[src/rtl/bcd_alu_pkg.sv]
package bcd_alu_pkg;
  localparam int DATA_W = 8;
  localparam int NIB_W  = DATA_W / 2;
  localparam int OP_W   = 4;
  localparam int FLAG_W = 4;
  localparam int LO_W   = NIB_W + 1;
  localparam int FULL_W = DATA_W + 1;

  localparam logic [NIB_W-1:0]  DEC_MAX     = NIB_W'(9);
  localparam logic [DATA_W-1:0] ADJ_LO_ADD  = DATA_W'(8'h06);
  localparam logic [DATA_W-1:0] ADJ_HI_ADD  = DATA_W'(8'h60);
  localparam logic [DATA_W-1:0] ADJ_LO_SUB  = DATA_W'(8'hFA);
  localparam logic [DATA_W-1:0] ADJ_HI_SUB  = DATA_W'(8'hA0);

  typedef enum logic [OP_W-1:0] {
    OP_ADD  = 4'd0,  OP_ADC  = 4'd1,  OP_SUB  = 4'd2,  OP_SBC = 4'd3,
    OP_AND  = 4'd4,  OP_XOR  = 4'd5,  OP_OR   = 4'd6,  OP_CP  = 4'd7,
    OP_INC  = 4'd8,  OP_DEC  = 4'd9,  OP_DAA  = 4'd10, OP_CPL = 4'd11,
    OP_SCF  = 4'd12, OP_CCF  = 4'd13, OP_NOP0 = 4'd14, OP_NOP1 = 4'd15
  } alu_op_e;

  // order matches flag byte bits 7..4
  typedef struct packed {
    logic z;
    logic n;
    logic h;
    logic c;
  } flags_t;
endpackage

[src/rtl/bcd_alu_arith.sv]
module bcd_alu_arith
  import bcd_alu_pkg::*;
(
  input  alu_op_e           op_i,
  input  logic [DATA_W-1:0] a_i,
  input  logic [DATA_W-1:0] b_i,
  input  flags_t            fl_i,
  output logic [DATA_W-1:0] res_o,
  output flags_t            fl_o
);
  logic              sub, unary, cin;
  logic [DATA_W-1:0] rhs;
  logic [LO_W-1:0]   lo;
  logic [FULL_W-1:0] full;

  always_comb begin
    sub   = op_i inside {OP_SUB, OP_SBC, OP_CP, OP_DEC};
    unary = op_i inside {OP_INC, OP_DEC};
    cin   = (op_i inside {OP_ADC, OP_SBC}) & fl_i.c;
    rhs   = unary ? DATA_W'(1) : b_i;
    if (sub) begin
      lo   = {1'b0, a_i[NIB_W-1:0]} - {1'b0, rhs[NIB_W-1:0]} - LO_W'(cin);
      full = {1'b0, a_i} - {1'b0, rhs} - FULL_W'(cin);
    end else begin
      lo   = {1'b0, a_i[NIB_W-1:0]} + {1'b0, rhs[NIB_W-1:0]} + LO_W'(cin);
      full = {1'b0, a_i} + {1'b0, rhs} + FULL_W'(cin);
    end
    res_o  = full[DATA_W-1:0];
    fl_o.z = ~|full[DATA_W-1:0];
    fl_o.n = sub;
    fl_o.h = lo[NIB_W];
    // inc/dec keep carry
    fl_o.c = unary ? fl_i.c : full[DATA_W];
  end
endmodule

[src/rtl/bcd_alu_logic.sv]
module bcd_alu_logic
  import bcd_alu_pkg::*;
(
  input  alu_op_e           op_i,
  input  logic [DATA_W-1:0] a_i,
  input  logic [DATA_W-1:0] b_i,
  input  flags_t            fl_i,
  output logic [DATA_W-1:0] res_o,
  output flags_t            fl_o
);
  always_comb begin
    res_o = a_i;
    fl_o  = fl_i;
    unique case (op_i)
      OP_AND: begin
        res_o = a_i & b_i;
        fl_o  = '{z: ~|(a_i & b_i), n: 1'b0, h: 1'b1, c: 1'b0};
      end
      OP_XOR: begin
        res_o = a_i ^ b_i;
        fl_o  = '{z: ~|(a_i ^ b_i), n: 1'b0, h: 1'b0, c: 1'b0};
      end
      OP_OR: begin
        res_o = a_i | b_i;
        fl_o  = '{z: ~|(a_i | b_i), n: 1'b0, h: 1'b0, c: 1'b0};
      end
      OP_CPL: begin
        res_o  = ~a_i;
        fl_o.n = 1'b1;
        fl_o.h = 1'b1;
      end
      OP_SCF: begin
        fl_o.n = 1'b0;
        fl_o.h = 1'b0;
        fl_o.c = 1'b1;
      end
      OP_CCF: begin
        fl_o.n = 1'b0;
        fl_o.h = 1'b0;
        fl_o.c = ~fl_i.c;
      end
      default: ;
    endcase
  end
endmodule

[src/rtl/bcd_alu_daa.sv]
module bcd_alu_daa
  import bcd_alu_pkg::*;
(
  input  logic [DATA_W-1:0] a_i,
  input  flags_t            fl_i,
  output logic [DATA_W-1:0] res_o,
  output flags_t            fl_o
);
  logic              fix_lo, fix_hi;
  logic [DATA_W-1:0] step;

  always_comb begin
    if (fl_i.n) begin
      fix_lo = fl_i.h;
      step   = a_i + (fix_lo ? ADJ_LO_SUB : '0);
      fix_hi = fl_i.c;
      res_o  = step + (fix_hi ? ADJ_HI_SUB : '0);
    end else begin
      fix_lo = (a_i[NIB_W-1:0] > DEC_MAX) | fl_i.h;
      step   = a_i + (fix_lo ? ADJ_LO_ADD : '0);
      // high-nibble test sees the low-corrected value
      fix_hi = (step[DATA_W-1:NIB_W] > DEC_MAX) | fl_i.c;
      res_o  = step + (fix_hi ? ADJ_HI_ADD : '0);
    end
    fl_o.z = ~|res_o;
    fl_o.n = fl_i.n;
    fl_o.h = 1'b0;
    fl_o.c = fl_i.n ? fl_i.c : fix_hi;
  end
endmodule

[src/rtl/bcd_alu_flag_reg.sv]
module bcd_alu_flag_reg
  import bcd_alu_pkg::*;
(
  input  logic              clk_i,
  input  logic              rst_ni,
  input  logic              en_i,
  input  flags_t            d_i,
  input  logic              ld_i,
  input  logic [DATA_W-1:0] ld_data_i,
  output flags_t            q_o
);
  always_ff @(posedge clk_i or negedge rst_ni) begin
    if (!rst_ni)   q_o <= '0;
    else if (ld_i) q_o <= flags_t'(ld_data_i[DATA_W-1 -: FLAG_W]);
    else if (en_i) q_o <= d_i;
  end
endmodule

[src/rtl/bcd_acc_alu.sv]
module bcd_acc_alu
  import bcd_alu_pkg::*;
(
  input  logic              clk_i,
  input  logic              rst_ni,
  input  logic              op_valid_i,
  input  logic [OP_W-1:0]   op_i,
  input  logic [DATA_W-1:0] acc_i,
  input  logic [DATA_W-1:0] opnd_i,
  input  logic              flag_ld_i,
  input  logic [DATA_W-1:0] flag_ld_data_i,
  output logic [DATA_W-1:0] result_o,
  output logic              result_we_o,
  output logic [DATA_W-1:0] flags_o
);
  alu_op_e           op;
  flags_t            fl_cur, fl_nxt, fl_ar, fl_lg, fl_da;
  logic [DATA_W-1:0] res_ar, res_lg, res_da;

  assign op = alu_op_e'(op_i);

  bcd_alu_arith u_arith (
    .op_i(op), .a_i(acc_i), .b_i(opnd_i), .fl_i(fl_cur), .res_o(res_ar), .fl_o(fl_ar)
  );

  bcd_alu_logic u_logic (
    .op_i(op), .a_i(acc_i), .b_i(opnd_i), .fl_i(fl_cur), .res_o(res_lg), .fl_o(fl_lg)
  );

  bcd_alu_daa u_daa (
    .a_i(acc_i), .fl_i(fl_cur), .res_o(res_da), .fl_o(fl_da)
  );

  always_comb begin
    result_o    = acc_i;
    fl_nxt      = fl_cur;
    result_we_o = 1'b0;
    unique case (op)
      OP_ADD, OP_ADC, OP_SUB, OP_SBC, OP_INC, OP_DEC: begin
        result_o    = res_ar;
        fl_nxt      = fl_ar;
        result_we_o = 1'b1;
      end
      OP_CP: fl_nxt = fl_ar;
      OP_AND, OP_XOR, OP_OR, OP_CPL: begin
        result_o    = res_lg;
        fl_nxt      = fl_lg;
        result_we_o = 1'b1;
      end
      OP_SCF, OP_CCF: fl_nxt = fl_lg;
      OP_DAA: begin
        result_o    = res_da;
        fl_nxt      = fl_da;
        result_we_o = 1'b1;
      end
      default: ;
    endcase
  end

  bcd_alu_flag_reg u_flags (
    .clk_i(clk_i), .rst_ni(rst_ni), .en_i(op_valid_i), .d_i(fl_nxt),
    .ld_i(flag_ld_i), .ld_data_i(flag_ld_data_i), .q_o(fl_cur)
  );

  assign flags_o = {fl_cur, {(DATA_W-FLAG_W){1'b0}}};
endmodule

[config.mk]
export PLATFORM = sky130hd
export DESIGN_NAME = bcd_acc_alu
export DESIGN_NICKNAME = d
export VERILOG_FILES = /design/src/rtl/bcd_alu_pkg.sv /design/src/rtl/bcd_alu_arith.sv /design/src/rtl/bcd_alu_logic.sv /design/src/rtl/bcd_alu_daa.sv /design/src/rtl/bcd_alu_flag_reg.sv /design/src/rtl/bcd_acc_alu.sv
export SDC_FILE = /design/constraint.sdc
export NUM_CORES = 1
export LEC_CHECK = 0
export BUFFER_PORTS_ARGS = -buffer_cell sky130_fd_sc_hd__buf_2
export CAP_MARGIN = 20
export CORE_ASPECT_RATIO = 1.4
export CORE_UTILIZATION = 30
export DETAILED_ROUTE_END_ITERATION = 8
export SLEW_MARGIN = 20
export SYNTH_ARGS = -nofsm -noshare
export SYNTH_HDL_FRONTEND = slang
export SYNTH_SLANG_ARGS = --single-unit
[constraint.sdc]
create_clock -name clk_i -period 15.2 [get_ports clk_i]
set_clock_uncertainty 0.05 [all_clocks]
set_input_delay 3.04 -clock clk_i [delete_from_list [all_inputs] [get_ports clk_i]]
set_output_delay 3.04 -clock clk_i [all_outputs]
set_load 0.1 [all_outputs]
==> flow_summary_export.csv <==
group,metric,value,unit
run_status,status,"completed",
clocking,cts_root_buffer,"clkbuf_16",
clocking,cts_hold_buf,0,
setup_path,r2r_end,"u_flags.q_o[3]$_DFFE_PN0P_",
placed_design,place_hpwl,7150,microns
grt,antenna_found_initial,0,
pwr,p_per_area,77.9,nW/um^2
clocking,cts_buffers,3,
pwr,peakVddDrop,0.0000576,V
grt,grtUsageTotal,0.184,
sta,whs,0.719,ns
setup_path,crit_buf_inv,4,
sta,worstMarginPinSlew,0.770,ns
clocking,cts.sinks,4,
grt,grt_pass1_vias,2677,
drt,totalWireLength,8570,microns
setup_path,ff2ff_path_depth,18,
logic_synthesis,ys_warn_count,0,
logic_synthesis,yosysSeqAreaShare,0.0366,
setup_path,criticalPathCategory,"primary input to output pin",
setup_path,crit_path_max_fanout,12,
die,pin_count,49,
clocking,post_cts_resized,0,
pwr,total_power,0.239,mW
finish,area_delta_synth_final,12.0,%
die,start_util,0.314,
die,core-area,8710,sq um
clocking,ctsHtreeMaxLevel,1,
die,dieWidth,82.7,microns
drt,drc,0,
setup_path,cp-end-kind,"output pin",
setup_path,slowest_stage,"buf_2",
die,rows,40,
setup_path,worst_ep_arrival_time,7.07,ns
clocking,clockBufferDepth,2,
clocking,clk_pin_slew,0.03,ns
min_path,hold_start,"u_flags.q_o[1]$_DFFE_PN0P_",
placed_design,dp.cells,509,
setup_path,cp-start-kind,"primary input",
finish,biggestRegsByFlops,"u_flags.q_o (4)",
min_path,whs_endpoint,"u_flags.q_o[1]$_DFFE_PN0P_",
logic_synthesis,ys.flop_type,"dfrtp_1",
finish,top_register,"u_flags.q_o",
finish,nFillCells,978,
sta,maxSlewHeadroom,0.485,
drt,first_iter_violations,284,
drt,vias,2851,
logic_synthesis,synth_seq_cells,4,
drt,wl_per_cell,16.7,microns
setup_path,r2r_slack,11.19,ns
logic_synthesis,postSynth.asyncResetShare,1.00,
die,die_area,9500,sq um
die,die_h,115,microns
logic_synthesis,syn_inst,379,
setup_path,slowest_delay,0.46,ns
drt,drt_pass1_iterations,5,
finish,largest_register_ffs,4,
clocking,cts_tree,"built",
placed_design,gp_congestion,0.946,
finish,final_cell_count_no_fill,512,
sta,slew_violations,0,
grt,grt_pass1_wl,13300,microns
sta,fin_tns_setup,0,ns
finish,nNetsFinal,497,
setup_path,required,12.11,ns
sta,fin_crit_sh,0.668,
grt,grt_max_degree,27,
finish,n_antenna_cell,0,
logic_synthesis,netlist_area,2730,sq um
grt,gr-total-overflow,0,
sta,fmax,0.0985,GHz
min_path,min_path_type,"flip-flop to flip-flop",
finish,ff_latch_area,100,sq um
setup_path,regToRegStartpoint,"u_flags.q_o[1]$_DFFE_PN0P_",
clocking,cts_setup_buffers,0,
setup_path,critPathTopFamily,"adder cells",
sta,fin_crit,10.16,ns
sta,setup-violations-final,0,
min_path,min_path_cells,2,
logic_synthesis,yosysUniqueCellTypes,52,
sta,rsz0062_at_grt,"false",
drt,final_antenna_net_count,0,
sta,hold_violations,0,
logic_synthesis,synth_edf_count,0,
drt,vias_per_cell,5.57,
placed_design,portBuffers,40,
pwr,leakage,1.48,nW
flow_run,drv_cap,0,
logic_synthesis,syn_avg_cell_area,7.21,sq um
finish,drive_gt1_frac,0.118,
setup_path,path_cells,"buf_2 -> o21ai_0 -> nand2b_1 -> ha_1 -> inv_1 -> fa_1 -> and3b_1 -> nand3_1 -> mux2i_1 -> a21oi_1 -> o21ai_0 -> ha_1 -> inv_1 -> fa_1 -> xor2_1 -> xnor2_1 -> mux2i_1 -> a221oi_1 -> a21oi_1 -> buf_2",
finish,multi_input_area,2380,sq um
clocking,clkLatencyLatePin,0.22,ns
## metal layers
| metal | GRT usage | up-vias | routed length, microns |
|---|---|---|---|
| met1 | 0.230 | 1309 | 3530 |
| met5 | 0 | - | 0 |
| li1 | - | 1405 | - |
| met4 | 0.0667 | 0 | 300 |
| met3 | 0.0103 | 24 | 376 |
| met2 | 0.324 | 113 | 4370 |
## power breakdown
part / internal [mW] / switching [mW] / leakage, nW
clock: 0.0336 / 0.00730 / 0.0370
combinational: 0.0585 / 0.123 / 1.40
sequential: 0.0121 / 0.00421 / 0.0466
total: 0.104 / 0.134 / 1.48
## kinds of logic after synthesis
logic type,after synthesis,synth area share
and+or+nand+nor,109,0.202
AOI/OAI and AO/OA,104,0.248
buffers and inverters,64,0.0975
adders and majority gates,56,0.276
xor gates and xnor gates,25,0.0801
muxes,16,0.0586
DFF,4,0.0366
other,1,0.00137
## worst reg2reg max path, cell delays in order (launching register included)
cell      delay (ns)
dfrtp_1         0.52
nand2b_1        0.20
ha_1            0.17
inv_1           0.05
fa_1            0.39
and3b_1         0.35
nand3_1         0.11
mux2i_1         0.15
a21oi_1         0.08
o21ai_0         0.19
ha_1            0.22
inv_1           0.05
fa_1            0.37
xor2_1          0.16
xnor2_1         0.13
mux2i_1         0.23
nor3_1          0.09
o21ai_0         0.21
o31ai_1         0.13
## cell usage after synthesis (3+ instances only)
| master | count | area share |
|---|---|---|
| fa_1 | 7 | 0.051 |
| buf_2 | 3 | 0.0055 |
| o221ai_1 | 4 | 0.013 |
| o31ai_1 | 4 | 0.011 |
| mux2i_1 | 16 | 0.059 |
| xor2_1 | 8 | 0.026 |
| xnor2_1 | 17 | 0.054 |
| a21oi_1 | 25 | 0.046 |
| nor4_1 | 6 | 0.014 |
| nand2_1 | 24 | 0.033 |
| nand4_1 | 3 | 0.0069 |
| o22ai_1 | 9 | 0.021 |
| a221oi_1 | 7 | 0.022 |
| nand2b_1 | 8 | 0.018 |
| ha_1 | 49 | 0.22 |
| inv_1 | 45 | 0.062 |
| dfrtp_1 | 4 | 0.037 |
| a22oi_1 | 6 | 0.016 |
| o211ai_1 | 5 | 0.014 |
| nand3_1 | 7 | 0.013 |
| buf_4 | 4 | 0.011 |
| nor2b_1 | 7 | 0.016 |
| o21ai_0 | 24 | 0.044 |
| o21a_1 | 3 | 0.0082 |
| a211o_1 | 3 | 0.0096 |
| nor2_1 | 33 | 0.045 |
| nor3_1 | 8 | 0.015 |
| clkbuf_1 | 11 | 0.015 |
## metrics by stage
stage                     setup WS (ns)  utilization  instance area (sq um)
after floorplan                    4.83            -                   2750
after global routing               4.71        0.352                   3060
final                              5.04        0.352                   3060
after CTS                          5.05        0.352                   3060
after detailed placement           5.09        0.343                   2990
after global placement             5.13        0.343                   2990
## final cells by class
class                      count  area share
clock buffer                   3      0.0245
multi-input combinational    314       0.777
timing repair buffer          41      0.0678
sequential                     4      0.0327
inverter                      45      0.0552
tap                          105      0.0429
## cell usage in the layout (no fill, tap or decap), drive strengths merged, types with 6 or more instances in the layout
cell type / netlist / layout
nor4: 6 / 6
nand3: 7 / 7
nand2: 24 / 24
o21ai: 25 / 25
nand2b: 8 / 8
ha: 49 / 49
inv: 45 / 45
mux2i: 16 / 16
buf: 8 / 41
nor3: 9 / 9
a21oi: 25 / 25
fa: 7 / 7
nor2: 33 / 33
xor2: 8 / 8
a221oi: 7 / 7
a22oi: 6 / 6
o22ai: 9 / 9
nor2b: 7 / 7
xnor2: 17 / 17
## how the worst max path moves through the flow
stage / start / to / slack [ns] / cells past startpoint
2_1_floorplan: acc_i[2] / result_o[7] / 4.83 / 19
3_3_place_gp: acc_i[1] / result_o[7] / 5.13 / 20
3_5_place_dp: acc_i[1] / result_o[7] / 5.09 / 20
4_1_cts: acc_i[1] / result_o[7] / 5.05 / 20
5_1_grt: acc_i[1] / result_o[7] / 4.71 / 20
6_report: acc_i[1] / result_o[7] / 5.04 / 20
(Power assumes the default switching activity.)
